===== src/rtl/bsram_pkg.sv =====
// Shared types for the byte-select SRAM interface.
package bsram_pkg;

    // Sequencer phases of one external access.
    typedef enum logic [2:0] {
        ST_IDLE   = 3'd0,  // no access, all pins inactive
        ST_SETUP  = 3'd1,  // chip select low, strobes not yet active
        ST_STROBE = 3'd2,  // strobe phase, 1 + wait cycles
        ST_HOLD   = 3'd3,  // mode 1 write data hold after RD/WR rises
        ST_TAIL   = 3'd4,  // closing cycle, chip select still low, done
        ST_SKIP   = 3'd5   // zero byte-enable request, done without bus cycle
    } bsram_state_e;

endpackage


===== src/rtl/bsram_ctrl.sv =====
// Access sequencer.
// Accepts a request when idle, latches the strobe configuration, and steps
// through setup, strobe, optional hold and tail phases using a single
// down-counter. Assumes the request fields are valid in the cycle req_valid
// is high; later changes to the configuration inputs are not observed.
module bsram_ctrl
    import bsram_pkg::*;
#(
    parameter int LANES  = 2,
    parameter int WAIT_W = 4,
    parameter int HOLD_W = 2
) (
    input  logic              clk,
    input  logic              rst_n,
    input  logic              req_valid,
    input  logic              req_write,
    input  logic [LANES-1:0]  req_be,
    input  logic              cfg_mode,
    input  logic [WAIT_W-1:0] cfg_wait,
    input  logic [HOLD_W-1:0] cfg_hold,
    output bsram_state_e      state,
    output logic              idle,
    output logic              accept,
    output logic              mode_q,
    output logic              wr_q,
    output logic              last_strobe
);

    localparam int CNT_W = (WAIT_W > HOLD_W) ? WAIT_W : HOLD_W;
    localparam logic [CNT_W-1:0] CNT_ONE = CNT_W'(1);

    bsram_state_e      state_q, state_d;
    logic [CNT_W-1:0]  cnt_q, cnt_d;
    logic [WAIT_W-1:0] wait_q;
    logic [HOLD_W-1:0] hold_q;

    assign idle        = (state_q == ST_IDLE);
    assign accept      = idle && req_valid;
    assign last_strobe = (state_q == ST_STROBE) && (cnt_q == '0);
    assign state       = state_q;

    // Capture direction and timing configuration at acceptance.
    always_ff @(posedge clk) begin
        if (!rst_n) begin
            mode_q <= 1'b0;
            wr_q   <= 1'b0;
            wait_q <= '0;
            hold_q <= '0;
        end else if (accept) begin
            mode_q <= cfg_mode;
            wr_q   <= req_write;
            wait_q <= cfg_wait;
            hold_q <= cfg_hold;
        end
    end

    // Next phase and phase counter.
    always_comb begin
        state_d = state_q;
        cnt_d   = cnt_q;
        unique case (state_q)
            ST_IDLE: begin
                if (accept) state_d = (req_be == '0) ? ST_SKIP : ST_SETUP;
            end
            ST_SETUP: begin
                state_d = ST_STROBE;
                cnt_d   = CNT_W'(wait_q);
            end
            ST_STROBE: begin
                if (cnt_q != '0) begin
                    cnt_d = cnt_q - CNT_ONE;
                end else if (mode_q && wr_q && (hold_q != '0)) begin
                    state_d = ST_HOLD;
                    cnt_d   = CNT_W'(hold_q) - CNT_ONE;
                end else begin
                    state_d = ST_TAIL;
                end
            end
            ST_HOLD: begin
                if (cnt_q != '0) cnt_d = cnt_q - CNT_ONE;
                else             state_d = ST_TAIL;
            end
            ST_TAIL, ST_SKIP: state_d = ST_IDLE;
            default:          state_d = ST_IDLE;
        endcase
    end

    // Phase and counter registers.
    always_ff @(posedge clk) begin
        if (!rst_n) begin
            state_q <= ST_IDLE;
            cnt_q   <= '0;
        end else begin
            state_q <= state_d;
            cnt_q   <= cnt_d;
        end
    end

    // Hold phase exists only for mode 1 writes.
    assert_hold_scope_R8: assert property (@(posedge clk) disable iff (!rst_n)
        (state_q == ST_HOLD) |-> (mode_q && wr_q));

    // Hold counter never exceeds the programmed hold count.
    assert_hold_bound_R8: assert property (@(posedge clk) disable iff (!rst_n)
        (state_q == ST_HOLD) |-> (cnt_q < CNT_W'(hold_q)));

    // Strobe counter stays within the programmed wait.
    assert_wait_bound_R4: assert property (@(posedge clk) disable iff (!rst_n)
        (state_q == ST_STROBE) |-> (cnt_q <= CNT_W'(wait_q)));

    // A strobe phase with count remaining continues.
    assert_strobe_stay_R4: assert property (@(posedge clk) disable iff (!rst_n)
        ((state_q == ST_STROBE) && (cnt_q != '0)) |=> (state_q == ST_STROBE));

endmodule


===== src/rtl/bsram_strobe_gen.sv =====
// Pin decoder.
// Derives chip select, read strobe, RD/WR, per-byte selects and the data
// output enable from the registered sequencer phase and the latched mode.
// Assumes its inputs all come from registers, so the pins are glitch-free
// decodes of stable state.
module bsram_strobe_gen
    import bsram_pkg::*;
#(
    parameter int LANES = 2
) (
    input  bsram_state_e     state,
    input  logic             mode_q,
    input  logic             wr_q,
    input  logic [LANES-1:0] be_q,
    output logic             cs_n,
    output logic             rd_n,
    output logic             rdwr_n,
    output logic [LANES-1:0] bs_n,
    output logic             dq_oe
);

    logic in_cycle;
    logic strobe_ph;

    // Phase classification shared by all pins.
    always_comb begin
        in_cycle  = (state == ST_SETUP) || (state == ST_STROBE) ||
                    (state == ST_HOLD)  || (state == ST_TAIL);
        strobe_ph = (state == ST_STROBE);
    end

    // Shared control pins.
    always_comb begin
        cs_n   = ~in_cycle;
        rd_n   = ~(strobe_ph && !wr_q);
        rdwr_n = mode_q ? ~(strobe_ph && wr_q) : ~(in_cycle && wr_q);
        dq_oe  = in_cycle && wr_q;
    end

    // One select per byte lane: strobe in mode 0, steady select in mode 1.
    for (genvar i = 0; i < LANES; i++) begin : g_lane
        assign bs_n[i] = ~(be_q[i] && (mode_q ? in_cycle : strobe_ph));
    end

endmodule


===== src/rtl/bsram_datapath.sv =====
// Address, write data and read capture.
// Latches the request address, data and byte enables on acceptance, presents
// them to the pins for the whole access, and captures each enabled read lane
// on the last strobe cycle (disabled lanes read as zero). Assumes DATA_W is a
// multiple of 8.
module bsram_datapath #(
    parameter int ADDR_W = 8,
    parameter int DATA_W = 16,
    parameter int LANES  = DATA_W / 8
) (
    input  logic              clk,
    input  logic              rst_n,
    input  logic              accept,
    input  logic [ADDR_W-1:0] req_addr,
    input  logic [DATA_W-1:0] req_wdata,
    input  logic [LANES-1:0]  req_be,
    input  logic              last_strobe,
    input  logic              wr_q,
    input  logic [DATA_W-1:0] dq_in,
    output logic [ADDR_W-1:0] addr_q,
    output logic [DATA_W-1:0] wdata_q,
    output logic [LANES-1:0]  be_q,
    output logic [DATA_W-1:0] rdata_q
);

    // Hold request fields for the duration of the access.
    always_ff @(posedge clk) begin
        if (!rst_n) begin
            addr_q  <= '0;
            wdata_q <= '0;
            be_q    <= '0;
        end else if (accept) begin
            addr_q  <= req_addr;
            wdata_q <= req_wdata;
            be_q    <= req_be;
        end
    end

    // Per-lane read capture with masking of disabled bytes.
    for (genvar i = 0; i < LANES; i++) begin : g_rd
        always_ff @(posedge clk) begin
            if (!rst_n)
                rdata_q[i*8 +: 8] <= 8'h00;
            else if (last_strobe && !wr_q)
                rdata_q[i*8 +: 8] <= be_q[i] ? dq_in[i*8 +: 8] : 8'h00;
        end
    end

endmodule


===== src/rtl/bsram_if.sv =====
// Byte-select SRAM interface top.
// Converts single internal requests into chip-select framed cycles for a
// 16-bit asynchronous SRAM with per-byte selects. The data bus is split into
// output, output enable and input for the pad ring. Assumes one request at a
// time; requests raised while busy are dropped.
module bsram_if
    import bsram_pkg::*;
#(
    parameter int ADDR_W = 8,
    parameter int DATA_W = 16,
    parameter int WAIT_W = 4,
    parameter int HOLD_W = 2,
    localparam int LANES = DATA_W / 8
) (
    input  logic              clk,
    input  logic              rst_n,
    input  logic              req_valid,
    input  logic              req_write,
    input  logic [ADDR_W-1:0] req_addr,
    input  logic [DATA_W-1:0] req_wdata,
    input  logic [LANES-1:0]  req_be,
    input  logic              cfg_mode,
    input  logic [WAIT_W-1:0] cfg_wait,
    input  logic [HOLD_W-1:0] cfg_hold,
    output logic              rsp_done,
    output logic [DATA_W-1:0] rsp_rdata,
    output logic              mem_cs_n,
    output logic              mem_rd_n,
    output logic              mem_rdwr_n,
    output logic [LANES-1:0]  mem_bs_n,
    output logic [ADDR_W-1:0] mem_addr,
    output logic [DATA_W-1:0] mem_dq_out,
    output logic              mem_dq_oe,
    input  logic [DATA_W-1:0] mem_dq_in
);

    bsram_state_e     state;
    logic             idle;
    logic             accept;
    logic             mode_q;
    logic             wr_q;
    logic             last_strobe;
    logic [LANES-1:0] be_q;

    bsram_ctrl #(
        .LANES  (LANES),
        .WAIT_W (WAIT_W),
        .HOLD_W (HOLD_W)
    ) ctrl_i (
        .clk         (clk),
        .rst_n       (rst_n),
        .req_valid   (req_valid),
        .req_write   (req_write),
        .req_be      (req_be),
        .cfg_mode    (cfg_mode),
        .cfg_wait    (cfg_wait),
        .cfg_hold    (cfg_hold),
        .state       (state),
        .idle        (idle),
        .accept      (accept),
        .mode_q      (mode_q),
        .wr_q        (wr_q),
        .last_strobe (last_strobe)
    );

    bsram_datapath #(
        .ADDR_W (ADDR_W),
        .DATA_W (DATA_W),
        .LANES  (LANES)
    ) dpath_i (
        .clk         (clk),
        .rst_n       (rst_n),
        .accept      (accept),
        .req_addr    (req_addr),
        .req_wdata   (req_wdata),
        .req_be      (req_be),
        .last_strobe (last_strobe),
        .wr_q        (wr_q),
        .dq_in       (mem_dq_in),
        .addr_q      (mem_addr),
        .wdata_q     (mem_dq_out),
        .be_q        (be_q),
        .rdata_q     (rsp_rdata)
    );

    bsram_strobe_gen #(
        .LANES (LANES)
    ) pins_i (
        .state  (state),
        .mode_q (mode_q),
        .wr_q   (wr_q),
        .be_q   (be_q),
        .cs_n   (mem_cs_n),
        .rd_n   (mem_rd_n),
        .rdwr_n (mem_rdwr_n),
        .bs_n   (mem_bs_n),
        .dq_oe  (mem_dq_oe)
    );

    // Completion on the closing cycle or the zero-enable shortcut.
    assign rsp_done = (state == ST_TAIL) || (state == ST_SKIP);

    // Idle sequencer leaves every pin inactive.
    assert_idle_quiet_R1: assert property (@(posedge clk) disable iff (!rst_n)
        idle |-> (mem_cs_n && mem_rd_n && mem_rdwr_n && (&mem_bs_n) && !mem_dq_oe && !rsp_done));

    // First chip-select cycle carries no active strobe.
    assert_cs_lead_R2: assert property (@(posedge clk) disable iff (!rst_n)
        $fell(mem_cs_n) |-> (mem_rd_n && (mode_q ? mem_rdwr_n : (&mem_bs_n))));

    // Chip select releases only after the done cycle.
    assert_cs_tail_R3: assert property (@(posedge clk) disable iff (!rst_n)
        $rose(mem_cs_n) |-> $past(rsp_done));

    // Mode 1 byte selects do not move inside an access.
    assert_m1_bs_steady_R7: assert property (@(posedge clk) disable iff (!rst_n)
        (mode_q && !mem_cs_n && $past(!mem_cs_n)) |-> $stable(mem_bs_n));

    // Never drive the bus while the read strobe is active.
    assert_read_no_drive_R9: assert property (@(posedge clk) disable iff (!rst_n)
        !mem_rd_n |-> !mem_dq_oe);

    // Zero-enable request finishes next cycle without chip select.
    assert_null_done_R11: assert property (@(posedge clk) disable iff (!rst_n)
        (accept && (req_be == '0)) |=> (rsp_done && mem_cs_n));

    // Completion is a single-cycle pulse.
    assert_done_single_R13: assert property (@(posedge clk) disable iff (!rst_n)
        rsp_done |=> !rsp_done);

endmodule


===== config.mk =====
export PLATFORM = sky130hd
export DESIGN_NAME = bsram_if
export DESIGN_NICKNAME = d
export VERILOG_FILES = /design/src/rtl/bsram_pkg.sv /design/src/rtl/bsram_ctrl.sv /design/src/rtl/bsram_strobe_gen.sv /design/src/rtl/bsram_datapath.sv /design/src/rtl/bsram_if.sv
export SDC_FILE = /design/constraint.sdc
export NUM_CORES = 1
export LEC_CHECK = 0
export BUFFER_PORTS_ARGS = -buffer_cell sky130_fd_sc_hd__buf_2
export CORE_ASPECT_RATIO = 2
export CORE_UTILIZATION = 45
export CTS_CLUSTER_SIZE = 40
export DETAILED_ROUTE_END_ITERATION = 16
export PLACE_DENSITY = 0.73
export SYNTH_ARGS = -nofsm -noshare
export SYNTH_HDL_FRONTEND = slang
export SYNTH_SLANG_ARGS = --single-unit

===== constraint.sdc =====
create_clock -name clk -period 2.58 [get_ports clk]
set_input_delay 0.387 -clock clk [delete_from_list [all_inputs] [get_ports clk]]
set_output_delay 0.387 -clock clk [all_outputs]
set_load 0.02 [all_outputs]

==> tab_implementation.tex, run 1 <==
\begin{tabular}{lr}
\hline
Metric & Value \\
\hline
\multicolumn{2}{l}{\textbf{Status}} \\
\quad Status & completed \\
\multicolumn{2}{l}{\textbf{Worst setup path}} \\
\quad Slack of the worst reg-to-reg path & around 550 ps \\
\quad CP delay by family, top & simple AND/OR/NAND/NOR gates \\
\quad Launching element type of the critical path & register \\
\quad Biggest fanout along the worst timing path & 14 \\
\quad Endpoint required time on the critical path & around 2200 ps \\
\quad Slowest cell on the critical path & dfxtp\_1 \\
\quad Number of buffer and inverter stages on the critical path & 1 \\
\quad Kind of end point of the critical path & output port \\
\quad Max incr delay on CP & 590 ps \\
\quad Worst setup path class & reg -> out \\
\quad Worst-path cell chain & nand2b\_1 > or3\_1 > buf\_2 \\
\quad Arrival time of data at the critical path endpoint & $\sim$1900 ps \\
\multicolumn{2}{l}{\textbf{Detailed routing}} \\
\quad Routed vias/inst & 5.225 \\
\quad Pre-antenna DRT Iters & 4 \\
\quad Antenna-violating nets left & 0 \\
\quad Total vias in the final route & 2,393 \\
\quad DRC violation count after routing & 0 \\
\quad Post-route met1 wirelength & between 2000 and 2500 um \\
\quad Met3 wirelength from detailed routing & approximately 300 um \\
\quad Drt first-iter violations & 56 \\
\quad Top Layer Used & met4 \\
\quad Met2 routed wirelength & 3254 um \\
\quad Average routed wire per standard cell & between 10 and 15 um \\
\quad Final Routed Wirelength & 6153 um \\
\multicolumn{2}{l}{\textbf{Floorplan}} \\
\quad Number of I/O pins & 100 \\
\quad Full die area & between 5000 and 6000 um\^{}2 \\
\quad Site Rows & 38 \\
\quad Core footprint & roughly 5400 um\^{}2 \\
\quad Die Wd & $\sim$55 um \\
\quad Die Ht & roughly 110 um \\
\quad Initial standard-cell utilization of the core & 46.39\% \\
\multicolumn{2}{l}{\textbf{Place}} \\
\quad DP Wirelength & between 4000 and 5000 um \\
\quad Weighted congestion at the end of routability-driven global placement & 0.8251 \\
\quad Cell total after placement & between 400 and 500 \\
\quad Number of port buffers & roughly 100 \\
\multicolumn{2}{l}{\textbf{Timing}} \\
\quad Hold slack final & between 200 and 300 ps \\
\quad Total count of max-transition violations in the final report & 0 \\
\quad Final setup violating endpoints & 0 \\
\quad Final worst-path cycle share & between 80\% and 90\% \\
\quad Setup repair after global routing missed its margin & false \\
\quad Worst Skew & a little over 8 ps \\
\quad Setup TNS after final layout & 0 ps \\
\quad Remaining max-slew budget at the tightest pin & a little over half \\
\quad Min cycle time layout & approximately 2300 ps \\
\quad Least-Margin Pin Slew & approximately 680 ps \\
\quad Hold Vio Cnt, Final & 0 \\
\quad Maximum achievable frequency & $\sim$430 MHz \\
\multicolumn{2}{l}{\textbf{Layout}} \\
\quad Fillers & roughly 520 \\
\quad Non-filler cells in the finished layout & 458 \\
\quad Share of the core filled with cells in the final layout & 59.48\% \\
\quad Area overhead of the layout relative to synthesis & 28.21\% \\
\quad Antenna Diode Count & 0 \\
\quad Net count of the finished layout & 450 \\
\quad Ratio of cells with drive above 1 in the final layout & 30.90\% \\
\multicolumn{2}{l}{\textbf{CTS}} \\
\quad Count of hold-fix buffers inserted at cts & 0 \\
\quad Maximum root-to-sink buffer count & 2 \\
\quad Post-CTS setup buffers & 0 \\
\quad CTS H-tree depth & 3 \\
\quad Number of sinks handled by clock tree synthesis & 57 \\
\quad Post-cts repair resize count & 0 \\
\quad Root Buffer Master & clkbuf\_8 \\
\quad Clock transition at path regs & 60 ps \\
\quad Total CTS buffers & 9 \\
\quad Clock tree from TritonCTS & built \\
\quad Worst skew pair latency & between 300 and 400 ps \\
\multicolumn{2}{l}{\textbf{Synthesis}} \\
\quad Dominant cells by area after synthesis & dfxtp\_1 (46\%), nand2\_1 (14\%), a21boi\_0 (12\%), nand3\_1 (3.2\%), a21boi\_1 (3.0\%) \\
\quad Post-Syn Instances & around 300 \\
\quad Share of synthesized registers carrying an async set or reset & 0\% \\
\quad Flip-flop cell with the highest count after synthesis & dfxtp\_1 \\
\quad Synth cell types & 39 \\
\quad Sequential share of the synthesized area & roughly 46\% \\
\quad Count of warnings emitted by yosys & 0 \\
\quad Net count after synthesis & 356 \\
\quad Mean Syn Cell Area & about 8.3 um\^{}2 \\
\quad Post-synth EDFFs & 0 \\
\quad Fraction of synthesized cell area taken by the top area cell type & between 40\% and 50\% \\
\quad Flip-flop and latch count after synthesis & 57 \\
\quad Synth area leader & dfxtp\_1 \\
\quad Area of the mapped netlist & 2492 um\^{}2 \\
\multicolumn{2}{l}{\textbf{Pwr}} \\
\quad Worst IR Drop VDD & 507.8 uV \\
\quad Final total power & $\sim$0.0025 W \\
\quad Proportion of power drawn by combinational gates & a little over a quarter \\
\quad Portion of total power attributed to the clock network & between 30\% and 40\% \\
\quad Total power divided by cell area & around 800 nW/um\^{}2 \\
\quad Cell Int Power & roughly 0.0017 W \\
\quad Cell leakage power & roughly 1.4 nW \\
\quad Switching Fraction & approximately 33\% \\
\quad Sequential fraction of design power & $\sim$42\% \\
\quad Net load switching power & approximately 0.00083 W \\
\multicolumn{2}{l}{\textbf{Global routing}} \\
\quad Largest net degree at the start of global routing & 35 \\
\quad Overall Global Routing Usage & between 20 and 25\% \\
\quad Global route overflow & 0 \\
\quad Wire length of the first global-routing pass & 9604 um \\
\quad Via count of the first global-routing pass & 2,226 \\
\quad Number of antenna violations at the first check in global routing & 0 \\
\multicolumn{2}{l}{\textbf{Min path}} \\
\quad Kind of path behind the tightest hold check & in -> reg \\
\multicolumn{2}{l}{\textbf{Flow run}} \\
\quad Max-cap violations & 0 \\
\hline
\end{tabular}
-- registers in the layout, summed over array words and instances (netlist names) --
register,cells
dpath_i.wdata_q,16
dpath_i.addr_q,8
ctrl_i.wr_q,1
ctrl_i.wait_q,4
dpath_i.rdata_q,16
ctrl_i.mode_q,1
ctrl_i.state,3
ctrl_i.cnt_q,4
ctrl_i.hold_q,2
dpath_i.be_q,2
-- path summary, 6_finish.rpt --
path                                      to  cells after the start                            start
min reg2reg  dpath_i.rdata_q[5]$_SDFFE_PN0P_                      2  dpath_i.rdata_q[5]$_SDFFE_PN0P_
max                                 mem_rd_n                      3     ctrl_i.state[1]$_SDFFE_PN0P_
min           dpath_i.addr_q[0]$_SDFFE_PN0P_                      3                      req_addr[0]
max reg2reg  dpath_i.rdata_q[8]$_SDFFE_PN0P_                      4     ctrl_i.state[1]$_SDFFE_PN0P_
-- through the flow --
stage / instance area, um^2 / setup slack, ps
after global routing: 3196 / 155.7
after CTS: 3196 / 266.5
after global placement: 3003 / 663.2
after detailed placement: 3003 / 553.3
final: 3196 / 281.0
after floorplan: 2492 / 760.1
-- power by group through the flow --
stage          Clock [W]  Combinational, W  Sequential [W]
6_report        0.000788          0.000667         0.00107
5_1_grt         0.000850          0.000738         0.00108
4_1_cts         0.000805          0.000672         0.00107
3_5_place_dp           0          0.000670         0.00109
3_3_place_gp           0          0.000659         0.00108
2_1_floorplan          0          0.000446         0.00110
-- routing by layer --
layer | global-route usage [%] | vias up
met2 | 38.04 | 76
met4 | 13.92 | 0
met1 | 23.71 | 1098
li1 | - | 1196
met3 | 6.921 | 23
met5 | 0 | -
-- cell type report --
type / count / area, um^2 / share of cell area (%)
Multi-Input combinational cell: 214 / 1227 / 38.41
Sequential cell: 57 / 1141 / 35.71
Timing Repair Buffer: 104 / 533.0 / 16.68
Clock buffer: 14 / 182.7 / 5.717
Tap cell: 60 / 75.07 / 2.349
Inverter: 7 / 26.28 / 0.8222
Clock inverter: 2 / 10.01 / 0.3132
-- cells in the mapped netlist, types with 2 or more instances --
cell type,count
nand2_1,91
dfxtp_1,57
a21boi_0,40
nand3_1,16
clkbuf_1,13
a21boi_1,10
a21oi_1,8
inv_1,7
nor2_1,5
nor3_1,5
buf_2,4
ha_1,4
o21ai_0,4
a221oi_1,3
a311oi_1,2
nand2b_1,2
nand3b_1,2
nor2b_1,2
nor4b_1,2
o22ai_1,2
xnor2_1,2
-- cells in the final DEF, fill, tap and decap left out, types with 2 or more instances in the layout --
master	count
a21boi_0	40
a21boi_1	10
a21oi_1	8
a221oi_1	3
a311oi_1	2
buf_2	99
buf_4	5
clkbuf_8	13
clkinv_2	2
dfxtp_1	57
ha_1	4
inv_1	7
nand2_1	91
nand2b_1	2
nand3_1	16
nand3b_1	2
nor2_1	5
nor2b_1	2
nor3_1	5
nor4b_1	2
o21ai_0	4
o22ai_1	2
xnor2_1	2
-- cells by family (layout without fill, tap and decap cells) --
kind of cell	Yosys count	count (layout)	synth area share, %
buffers and inverters	28	127	5.321
XOR/XNOR	3	3	1.054
flip-flops	57	57	45.78
AND/OR/NAND/NOR	135	135	25.20
adder cells (fa/ha/maj)	4	4	2.008
AO/OA/AOI/OAI	72	72	20.63
-- worst register-to-register path, stage by stage (launching register included) --
cell      delay [ps]
dfxtp_1          590
nand2b_1         410
or4_4            720
nand2_1          110
a21boi_0          80
Note: power is estimated with default switching activity, not from simulation.
==> inputs of run 2 (changes only) <==
CORE_UTILIZATION = 40   (was 45)
PLACE_DENSITY = 0.66   (was 0.73)
==> tab_implementation.tex, run 2 (same netlist as run 1, synthesis figures left out) <==
\begin{tabular}{lr}
\hline
Metric & Value \\
\hline
\multicolumn{2}{l}{\textbf{Pwr}} \\
\quad Final total power & between 0.002 and 0.003 W \\
\quad Cell leakage power & about 1.4 nW \\
\quad Net load switching power & 0.0008429 W \\
\quad Total power divided by cell area & $\sim$840 nW/um\^{}2 \\
\quad Cell Int Power & 0.001898 W \\
\quad Portion of total power attributed to the clock network & a little under two fifths \\
\quad Worst IR Drop VDD & about 560 uV \\
\quad Sequential fraction of design power & between 30\% and 40\% \\
\quad Proportion of power drawn by combinational gates & between 20\% and 30\% \\
\quad Switching Fraction & a little under a third \\
\multicolumn{2}{l}{\textbf{Detailed routing}} \\
\quad DRC violation count after routing & 2 \\
\quad Drt first-iter violations & 68 \\
\quad Post-route met1 wirelength & roughly 2300 um \\
\quad Top Layer Used & met4 \\
\quad Met2 routed wirelength & about 3300 um \\
\quad Antenna-violating nets left & 0 \\
\quad Pre-antenna DRT Iters & 10 \\
\quad Routed vias/inst & slightly above 5 \\
\quad Final Routed Wirelength & just over 6000 um \\
\quad Total vias in the final route & between 2,000 and 2,500 \\
\quad Average routed wire per standard cell & $\sim$13 um \\
\quad Met3 wirelength from detailed routing & approximately 270 um \\
\multicolumn{2}{l}{\textbf{Place}} \\
\quad Weighted congestion at the end of routability-driven global placement & 0.8170 \\
\quad DP Wirelength & approximately 4400 um \\
\quad Number of port buffers & about 100 \\
\quad Worst-case setup slack after placement & 615.2 ps \\
\multicolumn{2}{l}{\textbf{Timing}} \\
\quad Final worst-path cycle share & 88.03\% \\
\quad Final setup violating endpoints & 0 \\
\quad Final setup slack of the worst path & a little over 300 ps \\
\quad Least-Margin Pin Slew & roughly 700 ps \\
\quad Setup TNS after final layout & 0 ps \\
\quad Min cycle time layout & between 2000 and 2500 ps \\
\quad Remaining max-slew budget at the tightest pin & a little over half \\
\quad Worst Skew & roughly 2.5 ps \\
\quad Hold Vio Cnt, Final & 0 \\
\quad Maximum achievable frequency & roughly 440 MHz \\
\quad Total count of max-transition violations in the final report & 0 \\
\quad Setup repair after global routing missed its margin & false \\
\multicolumn{2}{l}{\textbf{Floorplan}} \\
\quad Site Rows & 40 \\
\quad Die Ht & between 100 and 150 um \\
\quad Core footprint & between 6000 and 7000 um\^{}2 \\
\quad Number of I/O pins & 100 \\
\quad Die Wd & a little under 60 um \\
\quad Full die area & between 6000 and 7000 um\^{}2 \\
\quad Initial standard-cell utilization of the core & between 40\% and 50\% \\
\multicolumn{2}{l}{\textbf{Global routing}} \\
\quad Wire length of the first global-routing pass & between 9000 and 10,000 um \\
\quad Global route overflow & 0 \\
\quad Number of antenna violations at the first check in global routing & 0 \\
\quad Via count of the first global-routing pass & 2,180 \\
\quad Largest net degree at the start of global routing & 36 \\
\quad Overall Global Routing Usage & slightly below 20\% \\
\multicolumn{2}{l}{\textbf{Worst setup path}} \\
\quad Worst setup path class & reg -> out \\
\quad Register-to-Register Path Depth & 4 \\
\quad Endpoint required time on the critical path & roughly 2200 ps \\
\quad Worst-path cell chain & nand2b\_1 > or3\_1 > buf\_2 \\
\quad Slowest cell on the critical path & dfxtp\_1 \\
\quad Max incr delay on CP & $\sim$580 ps \\
\quad Slack of the worst reg-to-reg path & around 580 ps \\
\quad Reg-to-reg startpoint & ctrl\_i.state[1]\$\_SDFFE\_PN0P\_ \\
\quad Biggest fanout along the worst timing path & 14 \\
\quad Endpoint of the lowest-slack register-to-register path & dpath\_i.rdata\_q[6]\$\_SDFFE\_PN0P\_ \\
\quad Launching element type of the critical path & register \\
\quad Arrival time of data at the critical path endpoint & 1880 ps \\
\quad Kind of end point of the critical path & output port \\
\multicolumn{2}{l}{\textbf{CTS}} \\
\quad Number of sinks handled by clock tree synthesis & 57 \\
\quad Clock tree from TritonCTS & built \\
\quad Clock transition at path regs & 50 ps \\
\quad Post-cts repair resize count & 0 \\
\quad Maximum root-to-sink buffer count & 2 \\
\quad CTS H-tree depth & 3 \\
\quad Worst skew pair latency & $\sim$310 ps \\
\quad Count of hold-fix buffers inserted at cts & 0 \\
\quad Total CTS buffers & 9 \\
\quad Root Buffer Master & clkbuf\_16 \\
\quad Post-CTS setup buffers & 0 \\
\multicolumn{2}{l}{\textbf{Layout}} \\
\quad Commonest non-fill, non-tap cells in the layout & buf\_2 (99), nand2\_1 (91), dfxtp\_1 (57), a21boi\_0 (40), nand3\_1 (16) \\
\quad Largest registers ranked by flip-flop count & dpath\_i.rdata\_q x16, dpath\_i.wdata\_q x16, dpath\_i.addr\_q x8 \\
\quad Antenna Diode Count & 0 \\
\quad Area overhead of the layout relative to synthesis & 30.67\% \\
\quad Most common cell after layout, fill and taps aside & buf\_2 \\
\quad Net count of the finished layout & 449 \\
\quad Ratio of cells with drive above 1 in the final layout & around 30\% \\
\quad Fillers & 585 \\
\multicolumn{2}{l}{\textbf{Min path}} \\
\quad Kind of path behind the tightest hold check & in -> reg \\
\quad Hold path endpoint & dpath\_i.wdata\_q[14]\$\_SDFFE\_PN0P\_ \\
\quad Hold Path Stages & 3 \\
\quad HP Start & req\_wdata[14] \\
\multicolumn{2}{l}{\textbf{Status}} \\
\quad Violated checks & design-rule violations \\
\quad Status & finished, violations left \\
\multicolumn{2}{l}{\textbf{Flow run}} \\
\quad Max-cap violations & 0 \\
\hline
\end{tabular}
run 2: per-stage QoR:
stage / instance area (um^2) / utilization [%] / std cells / hold WS (ps)
2_1_floorplan: 2492 / - / 299 / 443.5
3_3_place_gp: 2999 / 49.94 / 444 / 435.6
3_5_place_dp: 2999 / 49.94 / 444 / 440.2
4_1_cts: 3257 / 54.23 / 459 / 306.9
5_1_grt: 3257 / 54.23 / 459 / 308.5
6_report: 3257 / 54.23 / 459 / 315.3
run 2: worst max-delay path: cells and delay by family, from the launching register on:
kind | cells | cell delay, ps
flops | 1 | 580
simple gates | 2 | 820
buf+inv | 1 | 170
run 2: layer usage:
metal  vias up  GRT usage [%]
met5         -              0
met4         0          10.16
met3         7          5.669
met2        55          33.49
met1      1067          20.37
li1       1196              -
run 2: power by group through the flow:
stage	clock [W]	combinational, W	sequential [W]
3_3_place_gp	0	0.000652	0.00108
3_5_place_dp	0	0.000656	0.00109
4_1_cts	0.00105	0.000660	0.00107
5_1_grt	0.00109	0.000724	0.00108
2_1_floorplan	0	0.000446	0.00110
6_report	0.00102	0.000651	0.00107
run 2: worst max path at each step:
stage | start | to
detailed placement | ctrl_i.state[1]$_SDFFE_PN0P_ | dpath_i.rdata_q[6]$_SDFFE_PN0P_
CTS | ctrl_i.state[1]$_SDFFE_PN0P_ | mem_rd_n
global placement | ctrl_i.state[1]$_SDFFE_PN0P_ | dpath_i.rdata_q[12]$_SDFFE_PN0P_
finish | ctrl_i.state[1]$_SDFFE_PN0P_ | mem_rd_n
floorplan | ctrl_i.cnt_q[0]$_SDFFE_PN0P_ | dpath_i.rdata_q[0]$_SDFFE_PN0P_
global route | ctrl_i.state[1]$_SDFFE_PN0P_ | mem_rd_n
run 2: area by class of cell:
| type | instances | area (um^2) | area share (%) |
|---|---|---|---|
| inverters | 7 | 26.28 | 0.8068 |
| repair buffers | 103 | 525.5 | 16.14 |
| well taps | 63 | 78.83 | 2.420 |
| multi-input cells | 214 | 1227 | 37.69 |
| clock buffers | 15 | 257.7 | 7.914 |
| flip-flops and latches | 57 | 1141 | 35.04 |
==> inputs of run 3 (changes only) <==
CTS_BUF_LIST = sky130_fd_sc_hd__clkbuf_16   (was unset)
==> tab_implementation.tex, run 3 (same netlist as run 1, synthesis figures left out) <==
\begin{tabular}{lr}
\hline
Metric & Value \\
\hline
\multicolumn{2}{l}{\textbf{Timing}} \\
\quad Setup repair after global routing missed its margin & false \\
\quad Least-Margin Pin Slew & 685.7 ps \\
\quad Setup TNS after final layout & 0 ps \\
\quad Worst Skew & between 3 and 4 ps \\
\quad Maximum achievable frequency & 440.2 MHz \\
\quad Final setup violating endpoints & 0 \\
\quad Min cycle time layout & about 2300 ps \\
\quad Total count of max-transition violations in the final report & 0 \\
\quad Remaining max-slew budget at the tightest pin & 53.64\% \\
\quad Final worst-path cycle share & around nine tenths \\
\quad Hold Vio Cnt, Final & 0 \\
\multicolumn{2}{l}{\textbf{Layout}} \\
\quad Net count of the finished layout & approximately 450 \\
\quad Most common cell after layout, fill and taps aside & buf\_2 \\
\quad Commonest non-fill, non-tap cells in the layout & buf\_2 (99), nand2\_1 (91), dfxtp\_1 (57), a21boi\_0 (40), nand3\_1 (16) \\
\quad Sequential Area & between 1000 and 1500 um\^{}2 \\
\quad Largest registers ranked by flip-flop count & dpath\_i.rdata\_q x16, dpath\_i.wdata\_q x16, dpath\_i.addr\_q x8 \\
\quad Non-filler cells in the finished layout & around 460 \\
\quad Ratio of cells with drive above 1 in the final layout & 29.29\% \\
\quad Antenna Diode Count & 0 \\
\quad Area overhead of the layout relative to synthesis & 30.27\% \\
\quad Area used by multi-input combinational logic & between 1000 and 1500 um\^{}2 \\
\quad Fillers & roughly 590 \\
\multicolumn{2}{l}{\textbf{Detailed routing}} \\
\quad Antenna-violating nets left & 0 \\
\quad Routed vias/inst & about 5.1 \\
\quad Drt first-iter violations & 76 \\
\quad Pre-antenna DRT Iters & 10 \\
\quad Final Routed Wirelength & just over 6000 um \\
\quad DRC violation count after routing & 2 \\
\quad Average routed wire per standard cell & approximately 13 um \\
\quad Total vias in the final route & roughly 2,300 \\
\multicolumn{2}{l}{\textbf{Worst setup path}} \\
\quad Endpoint required time on the critical path & 2190 ps \\
\quad Worst setup path class & reg -> out \\
\quad Kind of end point of the critical path & output port \\
\quad Launching element type of the critical path & register \\
\quad Arrival time of data at the critical path endpoint & 1880 ps \\
\quad Biggest fanout along the worst timing path & 14 \\
\multicolumn{2}{l}{\textbf{Global routing}} \\
\quad Number of antenna violations at the first check in global routing & 0 \\
\quad Global route overflow & 0 \\
\quad Overall Global Routing Usage & about a fifth \\
\quad Via count of the first global-routing pass & 2,186 \\
\quad Wire length of the first global-routing pass & roughly 9600 um \\
\quad Largest net degree at the start of global routing & 36 \\
\multicolumn{2}{l}{\textbf{Min path}} \\
\quad Kind of path behind the tightest hold check & in -> reg \\
\multicolumn{2}{l}{\textbf{Pwr}} \\
\quad Final total power & between 0.002 and 0.003 W \\
\quad Cell leakage power & approximately 1.4 nW \\
\quad Worst IR Drop VDD & around 580 uV \\
\quad Total power divided by cell area & $\sim$830 nW/um\^{}2 \\
\multicolumn{2}{l}{\textbf{Floorplan}} \\
\quad Core footprint & about 6000 um\^{}2 \\
\quad Site Rows & 40 \\
\quad Initial standard-cell utilization of the core & between 40\% and 50\% \\
\quad Die Ht & 113.6 um \\
\quad Number of I/O pins & 100 \\
\quad Die Wd & $\sim$58 um \\
\quad Full die area & $\sim$6600 um\^{}2 \\
\multicolumn{2}{l}{\textbf{CTS}} \\
\quad Worst skew pair latency & 310 ps \\
\quad Clock tree from TritonCTS & built \\
\quad Post-CTS setup buffers & 0 \\
\quad Number of sinks handled by clock tree synthesis & 57 \\
\quad Total CTS buffers & 9 \\
\quad Root Buffer Master & clkbuf\_16 \\
\quad Count of hold-fix buffers inserted at cts & 0 \\
\quad Clock transition at path regs & roughly 50 ps \\
\quad CTS H-tree depth & 3 \\
\quad Post-cts repair resize count & 0 \\
\quad Maximum root-to-sink buffer count & 2 \\
\multicolumn{2}{l}{\textbf{Status}} \\
\quad Violated checks & design-rule violations \\
\quad Status & finished, violations left \\
\multicolumn{2}{l}{\textbf{Place}} \\
\quad Cell total after placement & around 440 \\
\quad Number of port buffers & a little under 100 \\
\quad DP Wirelength & roughly 4400 um \\
\quad Weighted congestion at the end of routability-driven global placement & between 0.8 and 0.9 \\
\multicolumn{2}{l}{\textbf{Flow run}} \\
\quad Max-cap violations & 0 \\
\hline
\end{tabular}
-- run 3: final timing paths --
kind              depth (start not counted)                               end                        startpoint  slack, ps
setup reg to reg                          4   dpath_i.rdata_q[6]$_SDFFE_PN0P_      ctrl_i.state[1]$_SDFFE_PN0P_        580
hold reg to reg                           2  dpath_i.rdata_q[14]$_SDFFE_PN0P_  dpath_i.rdata_q[14]$_SDFFE_PN0P_        440
setup / recovery                          3                          mem_rd_n      ctrl_i.state[1]$_SDFFE_PN0P_        310
hold / removal                            3  dpath_i.wdata_q[14]$_SDFFE_PN0P_                     req_wdata[14]        320
-- run 3: per-stage QoR --
step	hold WS (ps)	setup slack [ps]	util, %	area, um^2
after global placement	435.6	654.0	49.94	2999
after floorplan	443.5	760.1	-	2492
after CTS	306.6	324.1	54.06	3247
final	315.4	308.3	54.06	3247
after detailed placement	440.2	615.2	49.94	2999
after global routing	308.5	205.9	54.06	3247
-- run 3: per-layer routing --
layer  up-vias  GRT usage (%)  wire length (um)
met4         0          10.16               113
met1      1066          20.37              2342
met5         -              0                 0
met3         7          5.669               271
li1       1198              -                 -
met2        55          33.56              3311
-- run 3: where the power goes --
group	switching, W	total (W)	internal, W	leakage, nW
clock	0.000353	0.000972	0.000619	0.139
sequential	0.0000957	0.00107	0.000973	0.465
combinational	0.000394	0.000651	0.000257	0.816
total	0.000843	0.00269	0.00185	1.42
-- run 3: critical path, stage by stage (launching register included) --
cell	delay (ps)
dfxtp_1	580
nand2b_1	400
or3_1	420
buf_2	170
-- run 3: cell type report --
class                      instances  share of cell area [%]
inverter                           7                  0.8092
timing repair buffer             103                   16.18
clock inverter                     6                  0.6936
sequential                        57                   35.14
multi-input combinational        214                   37.80
tap                               63                   2.428
clock buffer                       9                   6.936
